[src/rtl/gtp_pkg.sv]
package gtp_pkg;

    localparam logic [2:0] ADDR_CTRL   = 3'd0;
    localparam logic [2:0] ADDR_MODE   = 3'd1;
    localparam logic [2:0] ADDR_CMP    = 3'd2;
    localparam logic [2:0] ADDR_FLAG   = 3'd3;
    localparam logic [2:0] ADDR_EVENT  = 3'd4;
    localparam logic [2:0] ADDR_COUNT  = 3'd5;
    localparam logic [2:0] ADDR_PRESC  = 3'd6;
    localparam logic [2:0] ADDR_RELOAD = 3'd7;

    localparam logic [2:0] OSEL_CMP_REF = 3'b100;
    localparam logic [4:0] TSEL_PEER    = 5'b00010;
    localparam logic [2:0] SMODE_GATED  = 3'b101;

    localparam int MODE_W = 11;

    typedef struct packed {
        logic [2:0] smode;
        logic [4:0] tsel;
        logic [2:0] osel;
    } mode_t;

endpackage

[src/rtl/gtp_prescaler.sv]
module gtp_prescaler #(
    parameter int PSC_W = 16
) (
    input  logic             clk,
    input  logic             rst_n,
    input  logic             run,
    input  logic             clr,
    input  logic [PSC_W-1:0] ratio,
    output logic             tick
);

    logic [PSC_W-1:0] psc_d, psc_q;

    assign tick = run && (psc_q >= ratio);

    always_comb begin
        psc_d = psc_q;
        if (clr) begin
            psc_d = '0;
        end else if (run) begin
            psc_d = tick ? '0 : psc_q + 1'b1;
        end
    end

    always_ff @(posedge clk) begin
        if (!rst_n) psc_q <= '0;
        else        psc_q <= psc_d;
    end

    // an update event leaves the prescaler at zero
    a_r8_psc_cleared: assert property (@(posedge clk) disable iff (!rst_n)
        clr |=> (psc_q == '0));

    // no run, no clear -> phase is kept
    a_r7_psc_hold: assert property (@(posedge clk) disable iff (!rst_n)
        (!run && !clr) |=> $stable(psc_q));

endmodule

[src/rtl/gtp_gate.sv]
module gtp_gate
    import gtp_pkg::*;
(
    input  logic       clk,
    input  logic       rst_n,
    input  logic       peer_trgo,
    input  logic [4:0] tsel,
    input  logic [2:0] smode,
    output logic       trig,
    output logic       gate_open,
    output logic       edge_seen
);

    logic prev_d, prev_q;
    logic gated;

    assign gated     = (smode == SMODE_GATED);
    assign trig      = (tsel == TSEL_PEER) ? peer_trgo : 1'b0;
    assign gate_open = gated ? trig : 1'b1;
    assign edge_seen = gated && (trig != prev_q);

    always_comb begin
        prev_d = trig;
    end

    always_ff @(posedge clk) begin
        if (!rst_n) prev_q <= 1'b0;
        else        prev_q <= prev_d;
    end

    // an unselected source never reaches the trigger input
    a_r5_unselected_low: assert property (@(posedge clk) disable iff (!rst_n)
        (tsel != TSEL_PEER) |-> !edge_seen || (prev_q && !trig));

endmodule

[src/rtl/gtp_timer.sv]
module gtp_timer
    import gtp_pkg::*;
#(
    parameter int CNT_W  = 16,
    parameter int PSC_W  = 16,
    parameter int DATA_W = 16
) (
    input  logic              clk,
    input  logic              rst_n,
    input  logic              wr_en,
    input  logic [2:0]        wr_addr,
    input  logic [DATA_W-1:0] wr_data,
    input  logic              peer_trgo,
    output logic [CNT_W-1:0]  count,
    output logic              trgo,
    output logic              flag
);

    typedef struct packed {
        logic             en;
        mode_t            mode;
        logic [CNT_W-1:0] cmp;
        logic [CNT_W-1:0] arr;
        logic [PSC_W-1:0] ratio;
        logic [CNT_W-1:0] cnt;
        logic             ref_lvl;
        logic             flag;
    } tmr_state_t;

    tmr_state_t s_d, s_q;

    logic trig, gate_open, edge_seen;
    logic tick, run;
    logic cnt_wr, upd_ev;

    assign cnt_wr = wr_en && (wr_addr == ADDR_COUNT);
    assign upd_ev = wr_en && (wr_addr == ADDR_EVENT) && wr_data[0];
    assign run    = s_q.en && gate_open;

    gtp_gate i_gate (
        .clk       (clk),
        .rst_n     (rst_n),
        .peer_trgo (peer_trgo),
        .tsel      (s_q.mode.tsel),
        .smode     (s_q.mode.smode),
        .trig      (trig),
        .gate_open (gate_open),
        .edge_seen (edge_seen)
    );

    gtp_prescaler #(.PSC_W(PSC_W)) i_psc (
        .clk   (clk),
        .rst_n (rst_n),
        .run   (run),
        .clr   (upd_ev),
        .ratio (s_q.ratio),
        .tick  (tick)
    );

    always_comb begin
        s_d = s_q;
        if (tick) begin
            s_d.cnt = (s_q.cnt >= s_q.arr) ? '0 : s_q.cnt + 1'b1;
        end
        if (s_q.en) begin
            s_d.ref_lvl = (s_q.cnt < s_q.cmp);
        end
        if (wr_en) begin
            case (wr_addr)
                ADDR_CTRL:   s_d.en    = wr_data[0];
                ADDR_MODE:   s_d.mode  = mode_t'(wr_data[MODE_W-1:0]);
                ADDR_CMP:    s_d.cmp   = wr_data[CNT_W-1:0];
                ADDR_FLAG:   if (!wr_data[0]) s_d.flag = 1'b0;
                ADDR_EVENT:  if (wr_data[0]) s_d.cnt = '0;
                ADDR_COUNT:  s_d.cnt   = wr_data[CNT_W-1:0];
                ADDR_PRESC:  s_d.ratio = wr_data[PSC_W-1:0];
                ADDR_RELOAD: s_d.arr   = wr_data[CNT_W-1:0];
                default: ;
            endcase
        end
        if (edge_seen) begin
            s_d.flag = 1'b1;
        end
    end

    always_ff @(posedge clk) begin
        if (!rst_n) begin
            s_q         <= '0;
            s_q.arr     <= '1;
        end else begin
            s_q <= s_d;
        end
    end

    assign count = s_q.cnt;
    assign trgo  = (s_q.mode.osel == OSEL_CMP_REF) && s_q.ref_lvl;
    assign flag  = s_q.flag;

    // a stopped timer keeps its reference level
    a_r3_ref_frozen: assert property (@(posedge clk) disable iff (!rst_n)
        !s_q.en |=> $stable(s_q.ref_lvl));

    // a disabled timer without writes keeps its count
    a_r7_idle_hold: assert property (@(posedge clk) disable iff (!rst_n)
        (!s_q.en && !cnt_wr && !upd_ev) |=> $stable(s_q.cnt));

    // closed gate holds the count
    a_r6_gate_closed_hold: assert property (@(posedge clk) disable iff (!rst_n)
        (!gate_open && !cnt_wr && !upd_ev) |=> $stable(s_q.cnt));

    // counting moves by one step or wraps to zero
    a_r2_single_step: assert property (@(posedge clk) disable iff (!rst_n)
        (!cnt_wr && !upd_ev) |=> (s_q.cnt == $past(s_q.cnt)
                                  || s_q.cnt == CNT_W'($past(s_q.cnt) + 1'b1)
                                  || s_q.cnt == '0));

    // update event clears the counter
    a_r8_event_clears: assert property (@(posedge clk) disable iff (!rst_n)
        upd_ev |=> (s_q.cnt == '0));

    // the flag only rises on a trigger change
    a_r10_flag_needs_edge: assert property (@(posedge clk) disable iff (!rst_n)
        (!s_q.flag && !edge_seen) |=> !s_q.flag);

endmodule

[src/rtl/gated_timer_pair.sv]
module gated_timer_pair #(
    parameter int CNT_W  = 16,
    parameter int PSC_W  = 16,
    parameter int DATA_W = 16
) (
    input  logic              clk,
    input  logic              rst_n,
    input  logic              wr_en,
    input  logic              wr_target,
    input  logic [2:0]        wr_addr,
    input  logic [DATA_W-1:0] wr_data,
    output logic [CNT_W-1:0]  mst_count,
    output logic [CNT_W-1:0]  slv_count,
    output logic              mst_trgo,
    output logic              slv_trgo,
    output logic              mst_flag,
    output logic              slv_flag
);

    localparam int N_TMR = 2;

    logic [CNT_W-1:0] cnt_w  [N_TMR];
    logic             trgo_w [N_TMR];
    logic             flag_w [N_TMR];

    for (genvar i = 0; i < N_TMR; i++) begin : g_tmr
        logic sel_wr;
        assign sel_wr = wr_en && (wr_target == 1'(i));

        gtp_timer #(
            .CNT_W  (CNT_W),
            .PSC_W  (PSC_W),
            .DATA_W (DATA_W)
        ) i_timer (
            .clk       (clk),
            .rst_n     (rst_n),
            .wr_en     (sel_wr),
            .wr_addr   (wr_addr),
            .wr_data   (wr_data),
            .peer_trgo (trgo_w[N_TMR-1-i]),
            .count     (cnt_w[i]),
            .trgo      (trgo_w[i]),
            .flag      (flag_w[i])
        );

        // an unaddressed timer's counter is untouched by writes
        a_r11_target_only: assert property (@(posedge clk) disable iff (!rst_n)
            (wr_en && wr_target != 1'(i) && wr_addr == 3'd5 && !trgo_w[N_TMR-1-i])
            |=> (cnt_w[i] == $past(cnt_w[i]) || cnt_w[i] == CNT_W'($past(cnt_w[i]) + 1'b1)
                 || cnt_w[i] == '0));
    end

    assign mst_count = cnt_w[0];
    assign slv_count = cnt_w[1];
    assign mst_trgo  = trgo_w[0];
    assign slv_trgo  = trgo_w[1];
    assign mst_flag  = flag_w[0];
    assign slv_flag  = flag_w[1];

endmodule

[config.mk]
export PLATFORM = sky130hd
export DESIGN_NAME = gated_timer_pair
export DESIGN_NICKNAME = d
export VERILOG_FILES = /design/src/rtl/gtp_pkg.sv /design/src/rtl/gtp_prescaler.sv /design/src/rtl/gtp_gate.sv /design/src/rtl/gtp_timer.sv /design/src/rtl/gated_timer_pair.sv
export SDC_FILE = /design/constraint.sdc
export NUM_CORES = 1
export LEC_CHECK = 0
export ABC_AREA = 0
export CORE_ASPECT_RATIO = 1.1
export CORE_MARGIN = 2
export CORE_UTILIZATION = 50
export CTS_CLUSTER_DIAMETER = 200
export DETAILED_ROUTE_END_ITERATION = 6
export PLACE_DENSITY = 0.69
export SETUP_SLACK_MARGIN = 0.2
export SYNTH_ARGS = -nofsm -noshare
export SYNTH_HDL_FRONTEND = slang
export SYNTH_HIERARCHICAL = 1
export SYNTH_SLANG_ARGS = --single-unit
[constraint.sdc]
create_clock -name clk -period 7.2 [get_ports clk]
set_input_delay 1.44 -clock clk [delete_from_list [all_inputs] [get_ports clk]]
set_output_delay 1.44 -clock clk [all_outputs]
set_load 0.02 [all_outputs]
==> impl_metrics.csv <==
group,metric,value,unit
worst_setup_path,crit_family,"simple AND/OR/NAND/NOR gates",
worst_setup_path,cp-endpoint,"g_tmr[0].i_timer/count[11]$_SDFF_PN0_",
clocking,clk_pin_slew,0.07,ns
status,status,"finished, final reports clean",
global_route,grt_pass1_wl,42.4,mm
worst_setup_path,max_stage_delay,0.66,ns
yosys,async_flop_share,0,
placed_design,dp_hpwl,17.4,mm
floorplanning,die_width,143,um
cells_and_area,most-common-layout-cells,"284 x nand2_1, 190 x dfxtp_1, 102 x inv_1",
clocking,cts_made_buffers,17,
floorplanning,fp.dieH,157,um
clocking,cts-hold-fix-buffers,0,
clocking,cts_tree,"yes",
cells_and_area,nNetsFinal,1388,
placed_design,pre_cts_ws,3.33,ns
cells_and_area,syn_to_final_growth,9.15,%
sta,finalCriticalPeriod,3.75,ns
worst_setup_path,startpoint,"g_tmr[1].i_timer/s_q[1]$_SDFFE_PN0P_",
clocking,cts.root.buffer_cell,"clkbuf_16",
global_route,grt.met2_usage,0.389,
route,viasPerCell,5.45,
placed_design,port-buffer-count,58,
yosys,avgSynthCellArea,8.31,um^2
hold_path,hp-class,"register to register",
cells_and_area,design_area,0.0116,mm^2
route,wl,25.7,mm
placed_design,gp_congestion,0.790,
route,drc,0,
floorplanning,die-area,0.0224,mm^2
sta,finalSetupViolCount,0,
sta,tightest_slew,1.25,ns
worst_setup_path,path_class,"register to register",
sta,rsz0062_at_grt,"no",
worst_setup_path,r2r_cells,13,
sta,fin_crit_sh,0.521,
clocking,clk_latency,0.43,ns
sta,slew_viol_final,0,
global_route,grt_max_degree,76,
worst_setup_path,r2r_slack,3.45,ns
worst_setup_path,worstPathRequired,7.50,ns
yosys,synth_ff_type,"dfxtp_1",
placed_design,place_area,0.0110,mm^2
global_route,overflow,0,
clocking,htree_levels,4,
yosys,synth-seq-cells,190,
global_route,antenna_found_initial,0,
sta,relSlewSlack,0.164,
route,wire_per_inst,16.4,um
clocking,clock_path_buffers,2,
power_and_ir_drop,power_leakage,4.35,nW
sta,clock_skew,0.00851,ns
route,drtPass1Iterations,4,
yosys,synth-edff-count,0,
sta,fin_setup_tns,0,ns
clocking,cts_setup_buffers,0,
global_route,grt_pass1_vias,8200,
worst_setup_path,crit_arrival,4.05,ns
worst_setup_path,cp_slowest_cell,"and2_1",
power_and_ir_drop,ir_drop,0.168,mV
yosys,synth.cell_area,0.0106,mm^2
power_and_ir_drop,total_power,2.19,mW
yosys,syn-instance-count,1278,
job,drv_cap,0,
route,ant_nets,0,
global_route,grt_usage,0.240,
global_route,grt_busiest_layer,"met2",
global_route,met1_usage,0.324,
clocking,clock_sinks,190,
worst_setup_path,crit_buf_inv,0,
worst_setup_path,r2r_end,"g_tmr[0].i_timer/count[11]$_SDFF_PN0_",
cells_and_area,antenna_cells,0,
cells_and_area,fillCellCount,1912,
worst_setup_path,r2r-start,"g_tmr[1].i_timer/s_q[1]$_SDFFE_PN0P_",
floorplanning,num_io_pins,59,
sta,timing.fmax,266,MHz
worst_setup_path,crit_chain,"nand2_1 -> nor3_1 -> nand4bb_1 -> nor2_1 -> or3_1 -> and2_1 -> and2_1 -> and4_1 -> and3_4 -> and3_4 -> nand3_1 -> xor2_1 -> o21ai_2",
sta,finalHoldViolCount,0,
global_route,use_met3,0.0355,
cells_and_area,final_common_cell,"nand2_1",
worst_setup_path,startpoint_type,"register",
yosys,synth-seq-area-share,0.358,
floorplanning,num_rows,55,
worst_setup_path,crit_fanout,22,
cells_and_area,final_util,0.560,
power_and_ir_drop,powerDensity,189,mW/mm^2
route,first_iter_violations,489,
yosys,synth_cell_types,56,
yosys,yosys_warnings,6,
worst_setup_path,critical_path_depth,13,
yosys,synth_nets,1399,
route,vias,8530,
sta,final.setup.worst_slack,3.45,ns
clocking,postCtsResizedCells,0,
cells_and_area,drive_above_1_share,0.0648,
floorplanning,design.core.area,0.0207,mm^2
floorplanning,start_util,0.513,
worst_setup_path,end_kind,"register",
-- per-stage QoR --
stage,hold slack [ns],std cells
3_5_place_dp,0.445,1533
2_1_floorplan,0.435,1278
3_3_place_gp,0.441,1533
6_report,0.455,1565
4_1_cts,0.455,1565
5_1_grt,0.468,1565
-- cell families after synthesis --
family | after synthesis | share of synthesized area
XOR/XNOR | 54 | 0.0445
AND/OR/NAND/NOR | 458 | 0.200
adder cells (fa/ha/maj) | 98 | 0.115
buffers and inverters | 192 | 0.0886
AO/OA/AOI/OAI | 282 | 0.190
multiplexers | 4 | 0.00377
flip-flops | 190 | 0.358
-- tightest hold or removal path, cell delays in order (launching register included) --
cell and delay, ns:
dfxtp_1 0.31, nand2_1 0.05, a21boi_1 0.05
-- report_power, final --
group / leakage [nW] / internal, mW / switching (mW)
Sequential: 1.54 / 1.07 / 0.0163
Clock: 0.283 / 0.508 / 0.424
Combinational: 2.53 / 0.0632 / 0.112
Total: 4.35 / 1.64 / 0.553
-- registers in the layout, indices dropped and copies added (netlist names) --
name                         flops
g_tmr.i_timer/i_gate/prev_q      2
g_tmr.i_timer/s_q              122
g_tmr.i_timer/i_psc/psc_q       32
g_tmr.i_timer/count             32
g_tmr.i_timer/flag               2
-- synth_stat cells (all sizes together), types with 4 or more instances --
| cell | count | area share |
|---|---|---|
| nand2 | 284 | 0.10 |
| dfxtp | 190 | 0.36 |
| inv | 102 | 0.036 |
| ha | 98 | 0.12 |
| a21boi | 88 | 0.062 |
| buf | 62 | 0.041 |
| o21ai | 54 | 0.028 |
| nor2 | 36 | 0.014 |
| a21oi | 34 | 0.017 |
| o211ai | 34 | 0.024 |
| a211oi | 32 | 0.025 |
| xor2 | 32 | 0.026 |
| clkbuf | 26 | 0.0092 |
| nand3 | 24 | 0.012 |
| xnor2 | 22 | 0.018 |
| nand2b | 20 | 0.012 |
| nor3 | 20 | 0.010 |
| and3 | 18 | 0.013 |
| nand4 | 16 | 0.0094 |
| o2111ai | 10 | 0.0082 |
| and2 | 9 | 0.0054 |
| o21a | 8 | 0.0059 |
| or2 | 8 | 0.0047 |
| or3 | 8 | 0.0047 |
| a21o | 6 | 0.0042 |
| a2111oi | 4 | 0.0033 |
| and4 | 4 | 0.0033 |
| mux2i | 4 | 0.0038 |
| nor2b | 4 | 0.0024 |
-- layout make-up --
type / count / area [um^2] / area share
Clock buffer: 20 / 467 / 0.0402
Clock inverter: 12 / 109 / 0.00939
Inverter: 102 / 383 / 0.0330
Multi-Input combinational cell: 896 / 5880 / 0.507
Sequential cell: 190 / 3800 / 0.328
Tap cell: 285 / 357 / 0.0308
Timing Repair Buffer: 60 / 593 / 0.0511
-- metal layers --
| layer | up-vias | wire (um) |
|---|---|---|
| met2 | 150 | 11800 |
| met5 | - | 0 |
| met4 | 0 | 659 |
| met3 | 37 | 820 |
| met1 | 4058 | 12400 |
| li1 | 4285 | - |
-- how the worst min path moves through the flow --
stage                     slack [ns]                                    end                             startpoint  depth (start not counted)
after floorplan                 0.44  g_tmr[0].i_timer/s_q[32]$_SDFFE_PN0P_  g_tmr[0].i_timer/s_q[32]$_SDFFE_PN0P_                          2
after global placement          0.44  g_tmr[1].i_timer/s_q[62]$_SDFFE_PN0P_  g_tmr[1].i_timer/s_q[62]$_SDFFE_PN0P_                          2
after detailed placement        0.45  g_tmr[1].i_timer/s_q[62]$_SDFFE_PN0P_  g_tmr[1].i_timer/s_q[62]$_SDFFE_PN0P_                          2
after CTS                       0.46  g_tmr[0].i_timer/s_q[62]$_SDFFE_PN0P_  g_tmr[0].i_timer/s_q[62]$_SDFFE_PN0P_                          2
after global routing            0.47  g_tmr[0].i_timer/s_q[63]$_SDFFE_PN0P_  g_tmr[0].i_timer/s_q[63]$_SDFFE_PN0P_                          2
final                           0.46  g_tmr[0].i_timer/s_q[62]$_SDFFE_PN0P_  g_tmr[0].i_timer/s_q[62]$_SDFFE_PN0P_                          2
Power figures use the tool's default switching activity.
